[src/rtl/wpr_pkg.sv]
package wpr_pkg;
    typedef enum logic [1:0] {
        S_RECALL = 2'd0,
        S_IDLE   = 2'd1,
        S_STEP   = 2'd2
    } wpr_state_e;
endpackage

[src/rtl/wpr_ctrl.sv]
module wpr_ctrl
    import wpr_pkg::*;
#(
    parameter int NCH    = 2,
    parameter int NSTORE = 4,
    localparam int CHW   = (NCH > 1) ? $clog2(NCH) : 1,
    localparam int IW    = (NSTORE > 1) ? $clog2(NSTORE) : 1
) (
    input  logic           clk,
    input  logic           rst_n,
    input  logic           host_wr,
    input  logic [CHW-1:0] host_ch,
    input  logic           xfer_go,
    input  logic           xfer_all,
    input  logic [CHW-1:0] xfer_ch,
    input  logic [IW-1:0]  xfer_idx,
    input  logic           step_open,
    input  logic           step_pulse,
    input  logic           step_dir,
    input  logic [CHW-1:0] step_ch,
    output logic [NCH-1:0] ld,
    output logic           use_host,
    output logic [IW-1:0]  sel_idx,
    output logic [NCH-1:0] inc,
    output logic [NCH-1:0] dec
);
    wpr_state_e state_q, state_d;

    always_ff @(posedge clk or negedge rst_n) begin
        if (!rst_n) state_q <= S_RECALL;
        else        state_q <= state_d;
    end

    always_comb begin
        state_d  = state_q;
        ld       = '0;
        inc      = '0;
        dec      = '0;
        use_host = 1'b0;
        sel_idx  = xfer_idx;
        unique case (state_q)
            S_RECALL: begin
                ld      = '1;
                sel_idx = '0;
                state_d = S_IDLE;
            end
            S_IDLE: begin
                if (step_open) begin
                    state_d = S_STEP;
                end else if (host_wr) begin
                    ld[host_ch] = 1'b1;
                    use_host    = 1'b1;
                end else if (xfer_go) begin
                    if (xfer_all) ld = '1;
                    else          ld[xfer_ch] = 1'b1;
                end
            end
            S_STEP: begin
                if (!step_open) begin
                    state_d = S_IDLE;
                end else if (step_pulse) begin
                    if (step_dir) inc[step_ch] = 1'b1;
                    else          dec[step_ch] = 1'b1;
                end
            end
            default: state_d = S_RECALL;
        endcase
    end

    p_recall_once_r1: assert property (@(posedge clk) disable iff (!rst_n)
        state_q == S_RECALL |=> state_q == S_IDLE);

    p_no_load_in_step_r8: assert property (@(posedge clk) disable iff (!rst_n)
        state_q == S_STEP |-> ld == '0);

    p_step_only_open_r8: assert property (@(posedge clk) disable iff (!rst_n)
        (inc != '0 || dec != '0) |-> (state_q == S_STEP && step_open));

    p_one_step_r6: assert property (@(posedge clk) disable iff (!rst_n)
        $countones({inc, dec}) <= 1);
endmodule

[src/rtl/wpr_chan.sv]
module wpr_chan #(
    parameter int PW     = 6,
    parameter int NSTORE = 4,
    localparam int IW    = (NSTORE > 1) ? $clog2(NSTORE) : 1,
    localparam int NTAP  = 1 << PW
) (
    input  logic               clk,
    input  logic               rst_n,
    input  logic [NSTORE*PW-1:0] stored,
    input  logic               ld,
    input  logic               use_host,
    input  logic [PW-1:0]      host_data,
    input  logic [IW-1:0]      sel_idx,
    input  logic               inc,
    input  logic               dec,
    output logic [PW-1:0]      pos,
    output logic [NTAP-1:0]    tap
);
    localparam logic [PW-1:0] TOP = '1;

    logic [PW-1:0]   pos_q, pos_d;
    logic [NTAP-1:0] tap_q, tap_d;

    always_comb begin
        pos_d = pos_q;
        if (ld) begin
            pos_d = use_host ? host_data : stored[sel_idx*PW +: PW];
        end else if (inc && pos_q != TOP) begin
            pos_d = pos_q + 1'b1;
        end else if (dec && pos_q != '0) begin
            pos_d = pos_q - 1'b1;
        end
        tap_d        = '0;
        tap_d[pos_d] = 1'b1;
    end

    always_ff @(posedge clk or negedge rst_n) begin
        if (!rst_n) begin
            pos_q <= '0;
            tap_q <= NTAP'(1);
        end else begin
            pos_q <= pos_d;
            tap_q <= tap_d;
        end
    end

    assign pos = pos_q;
    assign tap = tap_q;

    p_tap_match_r2: assert property (@(posedge clk) disable iff (!rst_n)
        tap_q[pos_q] && $countones(tap_q) == 1);

    p_step_up_r6: assert property (@(posedge clk) disable iff (!rst_n)
        (inc && !ld && pos_q != TOP) |=> pos_q == $past(pos_q) + 1'b1);

    p_no_wrap_top_r7: assert property (@(posedge clk) disable iff (!rst_n)
        (inc && !ld && pos_q == TOP) |=> pos_q == TOP);

    p_no_wrap_bottom_r7: assert property (@(posedge clk) disable iff (!rst_n)
        (dec && !ld && pos_q == '0) |=> pos_q == '0);

    p_hold_r8: assert property (@(posedge clk) disable iff (!rst_n)
        (!ld && !inc && !dec) |=> $stable(pos_q));
endmodule

[src/rtl/wiper_pos_bank.sv]
module wiper_pos_bank #(
    parameter int NCH    = 2,
    parameter int PW     = 6,
    parameter int NSTORE = 4,
    localparam int CHW   = (NCH > 1) ? $clog2(NCH) : 1,
    localparam int IW    = (NSTORE > 1) ? $clog2(NSTORE) : 1,
    localparam int NTAP  = 1 << PW
) (
    input  logic                      clk,
    input  logic                      rst_n,
    input  logic [NCH*NSTORE*PW-1:0]  store_vals,
    input  logic                      host_wr,
    input  logic [CHW-1:0]            host_ch,
    input  logic [PW-1:0]             host_data,
    input  logic                      xfer_go,
    input  logic                      xfer_all,
    input  logic [CHW-1:0]            xfer_ch,
    input  logic [IW-1:0]             xfer_idx,
    input  logic                      step_open,
    input  logic                      step_pulse,
    input  logic                      step_dir,
    input  logic [CHW-1:0]            step_ch,
    output logic [NCH*PW-1:0]         pos,
    output logic [NCH*NTAP-1:0]       tap_en
);
    logic [NCH-1:0] ld, inc, dec;
    logic           use_host;
    logic [IW-1:0]  sel_idx;

    wpr_ctrl #(.NCH(NCH), .NSTORE(NSTORE)) u_ctrl (
        .clk       (clk),
        .rst_n     (rst_n),
        .host_wr   (host_wr),
        .host_ch   (host_ch),
        .xfer_go   (xfer_go),
        .xfer_all  (xfer_all),
        .xfer_ch   (xfer_ch),
        .xfer_idx  (xfer_idx),
        .step_open (step_open),
        .step_pulse(step_pulse),
        .step_dir  (step_dir),
        .step_ch   (step_ch),
        .ld        (ld),
        .use_host  (use_host),
        .sel_idx   (sel_idx),
        .inc       (inc),
        .dec       (dec)
    );

    for (genvar c = 0; c < NCH; c++) begin : g_chan
        wpr_chan #(.PW(PW), .NSTORE(NSTORE)) u_chan (
            .clk      (clk),
            .rst_n    (rst_n),
            .stored   (store_vals[c*NSTORE*PW +: NSTORE*PW]),
            .ld       (ld[c]),
            .use_host (use_host),
            .host_data(host_data),
            .sel_idx  (sel_idx),
            .inc      (inc[c]),
            .dec      (dec[c]),
            .pos      (pos[c*PW +: PW]),
            .tap      (tap_en[c*NTAP +: NTAP])
        );
    end
endmodule

[config.mk]
export PLATFORM = sky130hd
export DESIGN_NAME = wiper_pos_bank
export DESIGN_NICKNAME = d
export VERILOG_FILES = /design/src/rtl/wpr_pkg.sv /design/src/rtl/wpr_ctrl.sv /design/src/rtl/wpr_chan.sv /design/src/rtl/wiper_pos_bank.sv
export SDC_FILE = /design/constraint.sdc
export NUM_CORES = 1
export LEC_CHECK = 0
export CELL_PAD_IN_SITES_DETAIL_PLACEMENT = 1
export CELL_PAD_IN_SITES_GLOBAL_PLACEMENT = 1
export CORE_ASPECT_RATIO = 0.6
export CORE_UTILIZATION = 40
export DETAILED_ROUTE_END_ITERATION = 6
export DONT_BUFFER_PORTS = 1
export MAX_ROUTING_LAYER = met4
export PLACE_DENSITY = 0.79
export REMOVE_ABC_BUFFERS = 1
export SYNTH_ARGS = -nofsm -noshare
export SYNTH_HDL_FRONTEND = slang
export SYNTH_SLANG_ARGS = --single-unit
[constraint.sdc]
create_clock -name clk -period 3.1 [get_ports clk]
set_input_delay 0.465 -clock clk [delete_from_list [all_inputs] [get_ports clk]]
set_output_delay 0.465 -clock clk [all_outputs]
set_load 0.05 [all_outputs]
==> results of run 1 <==
## synthesized netlist by cell type, drive strengths merged, types with 10 or more instances
| cell | n | share of area [%] |
|---|---|---|
| o22ai | 13 | 1.3 |
| a21oi | 16 | 1.4 |
| nor3 | 16 | 1.4 |
| nand2 | 21 | 1.3 |
| o21ai | 14 | 1.2 |
| nor2 | 150 | 9.3 |
| nand3 | 29 | 2.4 |
| buf | 27 | 3.2 |
| nand2b | 16 | 1.7 |
| dfrtp | 140 | 58 |
| inv | 10 | 0.62 |
## metrics by stage
step / total power [mW] / std cells
2_1_floorplan: 4.72 / 543
3_3_place_gp: 5.55 / 762
3_5_place_dp: 5.67 / 762
4_1_cts: 7.77 / 794
5_1_grt: 8.12 / 794
6_report: 7.75 / 794
## logic make-up after synthesis
kind of cell / after synthesis
AOI/OAI and AO/OA: 91
xor gates and xnor gates: 10
adders and majority gates: 6
buffers and inverters: 44
DFF: 142
muxes: 12
and+or+nand+nor: 271
## worst paths after layout
kind | slack, ns | startpoint | cells past startpoint | end
hold / removal | -0.25 | rst_n | 0 | g_chan[1].u_chan.tap[13]$_DFF_PN0_
hold reg to reg | 0.72 | u_ctrl.state_q[0]$_DFFE_PN0P_ | 1 | u_ctrl.state_q[0]$_DFFE_PN0P_
min in group clk | 0.13 | step_open | 1 | u_ctrl.state_q[0]$_DFFE_PN0P_
setup reg to reg | 0.25 | g_chan[0].u_chan.pos[1]$_DFF_PN0_ | 9 | g_chan[0].u_chan.tap[22]$_DFF_PN0_
setup / recovery | 0.25 | g_chan[0].u_chan.pos[1]$_DFF_PN0_ | 9 | g_chan[0].u_chan.tap[22]$_DFF_PN0_
max in group asynchronous | 3.02 | rst_n | 0 | g_chan[0].u_chan.tap[0]$_DFF_PN1_
## power groups by stage
stage          logic (mW)  clock network [mW]  registers [mW]
6_report             2.61                2.08            3.06
3_5_place_dp         2.58                   0            3.08
5_1_grt              2.84                2.19            3.09
2_1_floorplan        1.39                   0            3.33
4_1_cts              2.60                2.11            3.06
3_3_place_gp         2.48                   0            3.07
## layer usage
| layer | part of all wire [%] | up-vias |
|---|---|---|
| li1 | - | 1986 |
| met1 | 44 | 2320 |
| met2 | 48 | 162 |
| met3 | 7.9 | 13 |
| met4 | 0.88 | 0 |
| met5 | 0 | - |
## cell type report
type | instances | area [µm²]
Timing Repair Buffer | 21 | 170
Clock inverter | 13 | 153
Inverter | 11 | 42.5
Clock buffer | 19 | 453
Multi-Input combinational cell | 390 | 2230
Fill cell | 1603 | 7790
Tap cell | 198 | 248
Sequential cell | 142 | 3560
## sequential cells by signal, indices dropped and copies added, names as in the netlist
name,flops
u_ctrl.state_q,2
g_chan.u_chan.pos,12
g_chan.u_chan.tap,128
## timing repair
item                                    CTS  global route
endpoints found under the hold margin   142           142
resized for setup                         0             2
endpoints found under the setup margin    0            10
==> flow_summary.ini, run 1 <==
[logic_synthesis]
synthCells = 576
synth_top_family_by_area = simple AND/OR/NAND/NOR gates
yosys.area_share.simple_pct = 21.0
synth_compound_area_share_pct = 10.6
synth_xor_area_share_pct = 1.45
synthDistinctLibCells = 71
ys_seq_area_share_pct = 58.9
synth-adder-area-share_pct = 1.24
synth_edf_count = 0
ys.flop_type = dfrtp_1
avgSynthCellArea_um2 = 10.5
ys_seq_elements = 142
yosysWarningCount = 0
synth-async-reset-ratio_pct = 100
synthMuxAreaShare_pct = 2.42
netlist_area_um2 = 6040

[timing]
skew_ns = 0.0112
finalCritPeriodShare_pct = 91.9
setup_ws_ns = 0.250
rsz0062_at_grt = no
setup_violations = 0
timing.fmax_mhz = 351
relSlewSlack_pct = 52.2
tightest_slew_ns = 0.711
min_period_ns = 2.85
hold_violations = 141
fin_setup_tns_ns = 0
holdWs_ns = -0.253
finalMaxSlewViolations = 0

[cells_and_area]
final_util_pct = 46.8
drive_gt1_share_pct = 13.9
final_nets = 656
final_cell_mix = 149 x nor2_1, 140 x dfrtp_1, 29 x nand3_1
area_growth_syn_to_layout_pct = 13.4
final_common_cell = nor2_1
diodes = 0
final_area_um2 = 6850

[critical_path]
cpLargestDelayFamily = simple AND/OR/NAND/NOR gates
cp_num_buf_inv = 1
worstSetupPathType = reg -> reg
end_kind = register
cp.required_ns = 3.42
cp-start-kind = register
cp.arrival_ns = 3.17
cp_cell_sequence = inv_1 -> ha_1 -> or4b_4 -> or2_1 -> o211ai_2 -> a32oi_1 -> mux2i_1 -> nand3_1 -> nor2_1
critPathMaxFanout = 5
crit_slowest_cell = or4b_4
max_stage_delay_ns = 0.50

[placement]
io_buffers = 0
postPlaceCellArea_um2 = 6240
preCtsSetupSlack_ns = 0.237
gp_congestion = 0.908
dp_hpwl_mm = 12.7

[detailed_routing]
drc = 0
drt-total-wl_mm = 18.1
via_per_inst = 5.64
wl_per_cell_um = 22.7
first_iter_violations = 265
drtPass1Iterations = 5
dr_total_vias = 4481
antenna_left = 0

[floorplanning]
die-area_um2 = 15600
die_w_um = 161
dieHeight_um = 97.2
coreArea_um2 = 14600
ioPinCount = 207
initial_core_util_pct = 41.3
rows = 34

[pwr]
pwr_density_cell_nw_per_um2 = 1130
seq_power_share_pct = 39.5
switching_share_pct = 47.1
leakage_nw = 3.04
pwr-share-clk_pct = 26.8
p_comb_share_pct = 33.7
power.switching_mw = 3.65
p_int_mw = 4.10
peakVddDrop_mv = 0.349

[global_route]
grt_pass1_vias = 4741
grt_max_degree = 143
gr-total-overflow = 0
met2_usage_pct = 37.6
antenna_found_initial = 0
busiest_layer = met2
track_usage_pct = 24.6
use_met3_pct = 9.77
grt_pass1_wl_mm = 28.1
use_met1_pct = 30.8

[hold_path]
hold_path_class = in -> async

[clocking]
htreeDepth = 4
clockBufferDepth = 2
cts_tree = done
postCtsSetupBuffers = 0
cts.sinks = 142
insertion_delay_ns = 0.41
path_clk_slew_ns = 0.07
cts_root_buffer = clkbuf_16
numCtsBuffers = 17

[status]
violations = negative hold slack
status = finished with violations

[flow_run]
maxCapViolCount = 0
(Power assumes the default switching activity.)
==> run 2, diff against run 1 <==
--- a/config.mk
+++ b/config.mk
@@ -5,14 +5,12 @@
 export SDC_FILE = /design/constraint.sdc
 export NUM_CORES = 1
 export LEC_CHECK = 0
-export CELL_PAD_IN_SITES_DETAIL_PLACEMENT = 1
-export CELL_PAD_IN_SITES_GLOBAL_PLACEMENT = 1
 export CORE_ASPECT_RATIO = 0.6
 export CORE_UTILIZATION = 40
 export DETAILED_ROUTE_END_ITERATION = 6
 export DONT_BUFFER_PORTS = 1
 export MAX_ROUTING_LAYER = met4
-export PLACE_DENSITY = 0.79
+export PLACE_DENSITY = 0.65
 export REMOVE_ABC_BUFFERS = 1
 export SYNTH_ARGS = -nofsm -noshare
 export SYNTH_HDL_FRONTEND = slang
==> run 2 against run 1 <==
  * The flow still finishes with violations (negative hold slack)
  * Register-to-register slack about the same
  * Clock skew increased by 0.00097 ns
  * Clock power decreased by 4%
  * Setup slack got worse by 0.0079 ns
  * Clock-buffer cell count decreased by 1
  * Final area decreased by 0.46%
  * Critical path depth unchanged
  * Core utilization decreased by 0.21 points
  * Die area unchanged
  * Worst hold slack improved by 0.0074 ns
  * Power decreased by 1.6%
  * First-iteration DRC count increased by 66%
  * Critical path type unchanged
  * Largest power group unchanged
==> flow_summary.ini, run 2 (synthesis results as in run 1) <==
[floorplanning]
initial_core_util_pct = 41.3
rows = 34
die_w_um = 161
ioPinCount = 207
coreArea_um2 = 14600
dieHeight_um = 97.2
die-area_um2 = 15600

[critical_path]
end_kind = register
cp-start-kind = register
cp.arrival_ns = 3.18
worstSetupPathType = reg -> reg
critPathMaxFanout = 12
reg2regPathDepth = 9
reg2reg_slack_ns = 0.24
cp.required_ns = 3.42

[cells_and_area]
area_growth_syn_to_layout_pct = 12.8
fin_cells = 794
final_nets = 656
final_cell_mix = 150 x nor2_1, 140 x dfrtp_1, 29 x nand3_1
largest_reg_flops = 128
diodes = 0
final_common_cell = nor2_1
drive_gt1_share_pct = 13.6

[detailed_routing]
drtPass1Iterations = 5
drt-total-wl_mm = 16.7
wl_per_cell_um = 21.0
dr_total_vias = 4434
via_per_inst = 5.58
drc = 0
first_iter_violations = 440
antenna_left = 0

[clocking]
numCtsBuffers = 17
cts_root_buffer = clkbuf_16
path_clk_slew_ns = 0.06
postCtsSetupBuffers = 0
cts_tree = done
clockBufferDepth = 2
htreeDepth = 4
cts.sinks = 142
insertion_delay_ns = 0.40

[global_route]
antenna_found_initial = 0
grt_max_degree = 143
grt_pass1_wl_mm = 26.2
grt_pass1_vias = 4393
track_usage_pct = 22.9
gr-total-overflow = 0

[hold_path]
hold_path_class = in -> async

[timing]
hold_violations = 142
setup_ws_ns = 0.242
rsz0062_at_grt = no
skew_ns = 0.0122
relSlewSlack_pct = 54.7
tightest_slew_ns = 0.676
timing.fmax_mhz = 350
fin_setup_tns_ns = 0
setup_violations = 0
finalMaxSlewViolations = 0
min_period_ns = 2.86
holdWs_ns = -0.245
finalCritPeriodShare_pct = 92.2

[status]
status = finished with violations
violations = negative hold slack

[pwr]
peakVddDrop_mv = 0.408
leakage_nw = 3.04
pwr_density_cell_nw_per_um2 = 1120

[placement]
gp_congestion = 0.928
dp_hpwl_mm = 12.2
io_buffers = 0
dp_cells = 762
preCtsSetupSlack_ns = 0.260

[flow_run]
maxCapViolCount = 0
run 2: worst paths after layout:
path,from,end
max,u_ctrl.state_q[0]$_DFFE_PN0P_,g_chan[1].u_chan.tap[57]$_DFF_PN0_
min,rst_n,g_chan[1].u_chan.tap[20]$_DFF_PN0_
max reg2reg,u_ctrl.state_q[0]$_DFFE_PN0P_,g_chan[1].u_chan.tap[57]$_DFF_PN0_
min reg2reg,g_chan[0].u_chan.pos[0]$_DFF_PN0_,g_chan[0].u_chan.pos[0]$_DFF_PN0_
max in group asynchronous,rst_n,g_chan[0].u_chan.tap[0]$_DFF_PN1_
min in group clk,step_open,u_ctrl.state_q[0]$_DFFE_PN0P_
run 2: critical path: stages (launching register included):
cell	delay, ns
dfrtp_1	0.51
nor2_1	0.42
buf_4	0.25
nor3_1	0.06
o31ai_1	0.37
buf_4	0.18
nor2_1	0.05
a21o_2	0.25
or3_1	0.50
nor2_1	0.18
run 2: final cells by class:
cell class	instances	area (µm²)
Timing Repair Buffer	21	158
Inverter	11	42.5
Clock inverter	14	158
Fill cell	1351	7820
Sequential cell	142	3560
Tap cell	198	248
Multi-Input combinational cell	390	2230
Clock buffer	18	429
run 2: repair_timing:
action,CTS,global route
endpoints found under the hold margin,142,142
gates resized for setup,0,1
setup endpoints to repair,0,6
run 2: power breakdown:
group	total (mW)	internal [mW]	switching, mW
Combinational	2.57	0.725	1.84
Sequential	3.06	2.12	0.941
Clock	2.00	1.20	0.797
Total	7.63	4.04	3.58
run 2: layer usage:
layer	routed length, µm	part of all wire (%)	global-route usage (%)	vias up
li1	-	-	-	1983
met1	7500	45	31.8	2216
met2	7520	45	32.6	227
met3	1590	9.5	7.55	8
met4	47	0.28	4.40	0
met5	0	0	-	-
run 2: per-stage QoR:
step | cell area (µm²) | power [mW] | utilization [%]
after CTS | 6810 | 7.65 | 46.5
final | 6820 | 7.63 | 46.6
after floorplan | 5820 | 4.72 | -
after global routing | 6820 | 8.03 | 46.6
after global placement | 6220 | 5.58 | 42.5
after detailed placement | 6220 | 5.63 | 42.5
